`config.mk`:
```
export PLATFORM = sky130hd
export DESIGN_NAME = i2c_chan_sel
export DESIGN_NICKNAME = d
export VERILOG_FILES = /design/src/rtl/i2c_chan_sel.sv
export SDC_FILE = /design/constraint.sdc
export NUM_CORES = 1
export LEC_CHECK = 0
export BUFFER_PORTS_ARGS = -buffer_cell sky130_fd_sc_hd__buf_2
export CAP_MARGIN = 0
export CORE_MARGIN = 4
export CORE_UTILIZATION = 53
export DETAILED_ROUTE_END_ITERATION = 10
export PLACE_DENSITY = 0.8
export SYNTH_ARGS = -nofsm -noshare
export SYNTH_HDL_FRONTEND = slang
export SYNTH_SLANG_ARGS = --single-unit
```
`constraint.sdc`:
```
create_clock -name clk -period 1.9 [get_ports clk]
set_input_delay 0.19 -clock clk [delete_from_list [all_inputs] [get_ports clk]]
set_output_delay 0.19 -clock clk [all_outputs]
set_load 0.02 [all_outputs]
```
`src/rtl/i2c_chan_sel.sv`:
```
module i2c_chan_sel #(
  parameter int       NCH  = 4,
  parameter bit       MUX  = 1'b1,
  parameter bit [6:0] ADDR = 7'h70
) (
  input  logic           clk,
  input  logic           rst_n,
  input  logic           scl_i,
  input  logic           sda_i,
  output logic           sda_oe,
  input  logic [NCH-1:0] irq_n_i,
  output logic           irq_n_o,
  output logic [NCH-1:0] ch_en_o
);
  localparam int       IW   = $clog2(NCH);
  localparam int       EN   = (NCH == 8) ? 3 : 2;
  localparam bit [7:0] KEEP = MUX ? ((8'(1) << EN) | 8'(NCH - 1)) : 8'((1 << NCH) - 1);

  typedef enum logic [2:0] {S_IDLE, S_ADDR, S_ACKA, S_WDAT, S_ACKD, S_RDAT, S_RACK} st_t;

  st_t        st;
  logic [2:0] scl_sh, sda_sh;
  logic [3:0] cnt;
  logic [7:0] sr, tx, ctrl, rd_byte;
  logic       rw, mack;
  logic [NCH-1:0] irq_q;

  wire scl_q = scl_sh[1], scl_p = scl_sh[2];
  wire sda_q = sda_sh[1], sda_p = sda_sh[2];
  wire rise  = scl_q & ~scl_p;
  wire fall  = ~scl_q & scl_p;
  wire start_det = scl_q & scl_p & sda_p & ~sda_q;
  wire stop_det  = scl_q & scl_p & ~sda_p & sda_q;
  wire wr_commit = ~start_det & ~stop_det & fall & (st == S_WDAT) & (cnt == 4'd8);

  always_ff @(posedge clk or negedge rst_n)
    if (!rst_n) begin
      scl_sh <= '1;
      sda_sh <= '1;
      irq_q  <= '1;
    end else begin
      scl_sh <= {scl_sh[1:0], scl_i};
      sda_sh <= {sda_sh[1:0], sda_i};
      irq_q  <= irq_n_i;
    end

  assign irq_n_o = &irq_q;

  generate
    if (NCH <= 4) begin : g_rd_irq
      logic [3:0] pend;
      assign pend    = 4'(~irq_q);
      assign rd_byte = {pend, 4'b0} | ctrl;
    end else begin : g_rd_plain
      assign rd_byte = ctrl;
    end
  endgenerate

  always_ff @(posedge clk or negedge rst_n)
    if (!rst_n) begin
      st   <= S_IDLE;
      cnt  <= '0;
      sr   <= '0;
      tx   <= '0;
      ctrl <= '0;
      rw   <= 1'b0;
      mack <= 1'b0;
    end else if (start_det) begin
      st  <= S_ADDR;
      cnt <= '0;
    end else if (stop_det) begin
      st <= S_IDLE;
    end else begin
      case (st)
        S_ADDR, S_WDAT: begin
          if (rise) begin
            sr  <= {sr[6:0], sda_q};
            cnt <= cnt + 4'd1;
          end else if (fall && cnt == 4'd8) begin
            if (st == S_WDAT) begin
              ctrl <= sr & KEEP;
              st   <= S_ACKD;
            end else if (sr[7:1] == ADDR) begin
              rw <= sr[0];
              st <= S_ACKA;
            end else begin
              st <= S_IDLE;
            end
          end
        end
        S_ACKA: if (fall) begin
          cnt <= '0;
          if (rw) begin
            tx <= rd_byte;
            st <= S_RDAT;
          end else begin
            st <= S_WDAT;
          end
        end
        S_ACKD: if (fall) begin
          cnt <= '0;
          st  <= S_WDAT;
        end
        S_RDAT: begin
          if (rise) cnt <= cnt + 4'd1;
          else if (fall) begin
            if (cnt == 4'd8) st <= S_RACK;
            else tx <= {tx[6:0], 1'b0};
          end
        end
        S_RACK: begin
          if (rise) mack <= ~sda_q;
          else if (fall) begin
            if (mack) begin
              tx  <= rd_byte;
              cnt <= '0;
              st  <= S_RDAT;
            end else begin
              st <= S_IDLE;
            end
          end
        end
        default: ;
      endcase
    end

  always_comb
    case (st)
      S_ACKA, S_ACKD: sda_oe = 1'b1;
      S_RDAT:         sda_oe = ~tx[7];
      default:        sda_oe = 1'b0;
    endcase

  generate
    if (MUX) begin : g_mux
      logic [NCH-1:0] one;
      assign one     = NCH'(1);
      assign ch_en_o = ctrl[EN] ? (one << ctrl[IW-1:0]) : '0;

      p_onehot_r4: assert property (@(posedge clk) disable iff (!rst_n)
        $onehot0(ch_en_o));
    end else begin : g_sw
      assign ch_en_o = ctrl[NCH-1:0];
    end
  endgenerate

  p_irq_any_r8: assert property (@(posedge clk) disable iff (!rst_n)
    !(&$past(irq_n_i)) |-> !irq_n_o);
  p_irq_clear_r8: assert property (@(posedge clk) disable iff (!rst_n)
    (&$past(irq_n_i)) |-> irq_n_o);
  p_en_on_commit_r9: assert property (@(posedge clk) disable iff (!rst_n)
    !$stable(ch_en_o) |-> $past(wr_commit));
  p_sda_low_phase_r10: assert property (@(posedge clk) disable iff (!rst_n)
    $rose(sda_oe) |-> !$past(scl_q));
endmodule

```
======== Word level (Yosys, flattened, before mapping) ========
Cells that the tools add are included.
word-level totals
  register bits after elaboration ......... 38
  word-level logic and storage cells ...... 111
operators by class
  $add $sub $neg .......................... 1
  equality and inequality tests ........... 31
  bitwise gates (word level) .............. 18
  reductions and logical operators ........ 15
  mux-type cells .......................... 35
  shift-type cells ........................ 1
operators by type and width
  cell                 number
  $mux 8               8
  $mux 3               14
  $ne 4x4->1 const B   9
  $mux 4               8
  $pmux 8 s3           1
  $ne 2x2->1 const B   9
  $pmux 3 s5           1
  $reduce_and 7->1     2
  $pmux 4 s3           1
  $reduce_and 4->1     3
  $reduce_and 11->1    1
  $reduce_and 10->1    1
  $eq 3x3->1 const B   3
  $ne 3x3->1 const B   3
  $not 1->1            9
  $or 8x3->8           1
  $and 1x1->1          7
  $eq 7x7->1 const B   1
  $reduce_bool 7->1    1
  $eq 3x2->1 const B   2
  $ne 3x1->1 const B   2
  $reduce_and 6->1     1
  $add 4x1->4 const B  1
  $eq 4x4->1 const B   1
  10 further kinds     11

======== Depth between registers and ports, before layout ========
  depth in word-level cells ............... 8
  mapped depth ............................ 7
  mapped depth without buffers ............ 7

======== Least setup slack after synthesis ========
OpenSTA, ideal clock, no wires.
  kind .................................... reg2reg
  start point ............................. register scl_sh[2]
  end point ............................... register cnt[3]
  cell stages (with the launch flop) ...... 7
  data required time ...................... 1.819 ns
  path buffers ............................ 1
  path slack .............................. -0.014 ns
  clock period less this slack ............ 1.914 ns
  arrival ................................. 1.833 ns
  cells stage by stage .................... dfstp_2 > nand2b_1 > buf_6 > a2111o_1 > a21boi_4 > or4_4 > o211ai_2
on the way
  cells in the longest elaborated chain, start to end .. 5
  elaborated cells on any way between the ends .. 17
  those cells by class .................... eq/ne: 6; mux: 1; bitwise: 8; reduce/logical: 2
ends and longest elaborated chain
  item                                                RTL line  text
  start, declared                                     22        logic [2:0] scl_sh, sda_sh;
  start signal, assigned                              42        scl_sh <= {scl_sh[1:0], scl_i};
  $and 1x1->1                                         32, 33
  $and 1x1->1, on equally long branches (2 in a row)  32, 33
  $ne 3x3->1 (no line) (tied with other cells)        -
  $reduce_and 7->1 (no line)                          -
  end signal, assigned                                78        cnt <= cnt + 4'd1;
  end signal, assigned                                105       if (rise) cnt <= cnt + 4'd1;
  end, declared                                       23        logic [3:0] cnt;
Parallel ways exist; a longest one is shown, timed or not.
A chain may end at the register's enable or synchronous reset.

======== Worst setup path in the final report ========
  start point ............................. register st[0]
  end point ............................... register cnt[2]
on the way
  cells in the longest elaborated chain, start to end .. 5
  elaborated cells on any way between the ends .. 18
  those cells by class .................... eq/ne: 11; mux: 3; reduce/logical: 4
ends and longest elaborated chain
  item                                                                 RTL line  text
  start, declared                                                      21        st_t st;
  start signal, assigned                                               61        st <= S_IDLE;
  start signal, assigned                                               69        st <= S_ADDR;
  start signal, assigned                                               72        st <= S_IDLE;
  $eq 3x2->1 (tied with other cells)                                   74        case (st)
  $reduce_or 3->1 (no line) / $reduce_or 2->1 (equally long branches)  -
  $pmux 4 s3                                                           74
  $mux 4                                                               71        end else if (stop_det) begin
  $mux 4                                                               68        end else if (start_det) begin
Parallel ways exist; a longest one is shown, timed or not. The select of a mux whose other input is x is not followed.

==> results.sh <==
export IMPL_status="finished clean"
export IMPL_worstPathMaxFanout=7
export IMPL_whs_path_depth=0
export IMPL_min_period_over_period_pct=95.8
export IMPL_grt_usage_pct=17.5
export IMPL_register_area_um2=963
export IMPL_critPathKind="flop to flop"
export IMPL_setup_ws_ps=79.4
export IMPL_num_vias=1271
export IMPL_end_kind="flop"
export IMPL_synth_ff_type="dfrtp_1"
export IMPL_root_buffer="clkbuf_4"
export IMPL_nets=204
export IMPL_synth_edff_count=0
export IMPL_cts_sinks=38
export IMPL_arrival_ps=2080
export IMPL_pre_cts_slack_ps=43.3
export IMPL_antenna_cells=0
export IMPL_cpLargestDelayFamily="compound AO/OA/AOI/OAI gates"
export IMPL_maxSlewViolCount=0
export IMPL_clk_pin_slew_worst_paths_ps=110
export IMPL_synth_top_area_share_pct=38.9
export IMPL_routed_wl_mm=3.45
export IMPL_required_ps=2150
export IMPL_worst_pin_slew_ps=796
export IMPL_cts_htree_levels=2
export IMPL_clockBufferDepth=2
export IMPL_finalHoldViolations=0
export IMPL_hold_class="flop to flop"
export IMPL_dp_hpwl_mm=2.44
export IMPL_seq_area_frac_synth_pct=53.5
export IMPL_viasPerCell=5.32
export IMPL_core_rowCount=20
export IMPL_async_reset_ff_share_pct=100
export IMPL_finalPower_mw=2.14
export IMPL_drt_initial_drc_count=92
export IMPL_dieArea_um2=4390
export IMPL_firstDrtPassIters=4
export IMPL_area_delta_synth_final_pct=18.2
export IMPL_synth_nets=172
export IMPL_multi_input_comb_area_um2=792
export IMPL_crit_slowest_cell="dfrtp_1"
export IMPL_gp_congestion=0.832
export IMPL_grt_overflow=0
export IMPL_yosys_top_cells_count="dfrtp_1 (28), mux2_2 (18), nand2_1 (17)"
export IMPL_grt_pass1_vias=1248
export IMPL_synth_most_common_cell="dfrtp_1"
export IMPL_synth_largest_area_cell="dfrtp_1"
export IMPL_cp_cell_sequence="buf_4, a2111o_1, a21boi_4, or2_2, o21ai_0"
export IMPL_period_needed_ps=1820
export IMPL_critPathBufInv=1
export IMPL_wl_per_cell_um=14.4
export IMPL_ir_drop_mv=0.610
export IMPL_clk_latency_ps=340
export IMPL_fillers=258
export IMPL_reg2reg_depth=5
export IMPL_synthCells=162
export IMPL_io_buffer_count=13
export IMPL_antenna_left=0
export IMPL_postSynthAreaPerCell_um2=11.1
export IMPL_cts_made_buffers=5
export IMPL_finalSetupTns_ps=0
export IMPL_cts_tree="yes"
export IMPL_power_density_nw_per_um2=1010
export IMPL_maxCapViolations=0
export IMPL_antenna_found_initial=0
export IMPL_initial_core_util_pct=57.1
export IMPL_max_freq_ghz=0.549
export IMPL_finClkSkew_ps=4.73
export IMPL_max_slew_margin_rel_pct=46.9
export IMPL_ys_warn_count=0
export IMPL_grt_max_degree=39
export IMPL_grt_pass1_wl_mm=5.82
export IMPL_setup_viol=0
export IMPL_num_io_pins=14
export IMPL_final_layout_size_suffix_gt1_share_pct=35.9
export IMPL_synth_cell_types=42
export IMPL_synth_area_um2=1800
export IMPL_path_depth=5
export IMPL_cellLeakagePower_nw=0.978
export IMPL_synthTopCellsByArea="dfrtp_1 (39%), dfstp_2 (15%), mux2_2 (11%), o21ai_0 (3.6%), nand2_1 (3.5%)"
export IMPL_coreArea_um2=3150
export IMPL_slowest_delay_ps=460
export IMPL_hold_ws_ps=364
export IMPL_grt_setup_unrepaired="no"
export IMPL_ys_ff_latch=38
export IMPL_die_h_um=66.3
export IMPL_drcViolationCount=0
export IMPL_setup_worst_path_start_class="flop"
export IMPL_die_x_um=66.3
-- per-layer routing --
| metal | up-vias | track usage, % | wire (µm) |
|---|---|---|---|
| li1 | 635 | - | - |
| met1 | 614 | 23.2 | 1580 |
| met2 | 18 | 27.9 | 1730 |
| met3 | 4 | 5.27 | 102 |
| met4 | 0 | 4.31 | 26 |
| met5 | - | 0 | 0 |
-- cell type report --
class                           instances  share of cell area (%)
Clock buffer                            5                    1.76
Clock inverter                          3                    1.88
Inverter                                6                    1.06
Multi-Input combinational cell        112                    37.2
Sequential cell                        38                    45.3
Tap cell                               44                    2.59
Timing Repair Buffer                   31                    10.2
-- registers in the layout (all words and copies together) (netlist names) --
register and cells:
sr 8, tx 8, cnt 4, irq_q 4, ctrl 3, scl_sh 3
sda_sh 3, st 3, mack 1, rw 1
-- power breakdown --
| part | total, mW | switching, mW | internal, mW |
|---|---|---|---|
| registers | 1.10 | 0.138 | 0.963 |
| logic | 0.512 | 0.256 | 0.256 |
| clock network | 0.529 | 0.256 | 0.273 |
| total | 2.14 | 0.650 | 1.49 |
-- final timing paths --
path	from	to	slack, ps
max	st[0]	cnt[2]	80
min	scl_sh[0]	scl_sh[1]	360
max reg2reg	st[0]	cnt[2]	80
min reg2reg	scl_sh[0]	scl_sh[1]	360
max in group asynchronous	rst_n	tx[7]	930
min in group asynchronous	rst_n	cnt[1]	470
-- worst register-to-register path: cells and delay by family, from the launching register on --
kind | cells | cell delay, ps
AND/OR/NAND/NOR | 1 | 320
buffers and inverters | 1 | 180
AO/OA/AOI/OAI | 3 | 780
flip-flops | 1 | 460
-- stage by stage --
| stage | util [%] | instance area [µm²] | cells |
|---|---|---|---|
| 2_1_floorplan | - | 1800 | 162 |
| 3_3_place_gp | 62.3 | 1960 | 223 |
| 3_5_place_dp | 62.3 | 1960 | 223 |
| 4_1_cts | 67.0 | 2110 | 238 |
| 5_1_grt | 67.5 | 2130 | 239 |
| 6_report | 67.5 | 2130 | 239 |
-- logic make-up (layout without fill, tap and decap cells) --
logic type / Yosys count / in the layout / share of synthesized area (%)
multiplexers: 20 / 20 / 12.4
flip-flops: 38 / 38 / 53.5
XOR/XNOR: 2 / 2 / 0.973
buffers and inverters: 12 / 45 / 2.99
adder cells (fa/ha/maj): 2 / 2 / 1.39
AND/OR/NAND/NOR: 56 / 56 / 16.3
AO/OA/AOI/OAI: 32 / 32 / 12.5
-- what timing repair did --
| item | CTS | global route |
|---|---|---|
| resized for setup | 0 | 2 |
| setup endpoints to repair | 0 | 9 |
| hold endpoints to repair | 34 | 0 |
| buffers inserted | 0 | 1 |
| hold buffers | 7 | 0 |
-- cells in the final DEF, fill, tap and decap left out, types with 5 or more instances in the layout --
cell / netlist / layout
mux2_2: 18 / 18
o21ai_0: 13 / 13
inv_1: 6 / 6
dlygate4sd3_1: 0 / 7
dfrtp_1: 28 / 28
nor2_1: 14 / 13
buf_2: 1 / 13
clkbuf_4: 0 / 5
a21oi_1: 5 / 5
dfstp_2: 10 / 10
nand2_1: 17 / 17
buf_4: 0 / 11
No activity file was read; power rests on OpenSTA's default activity.
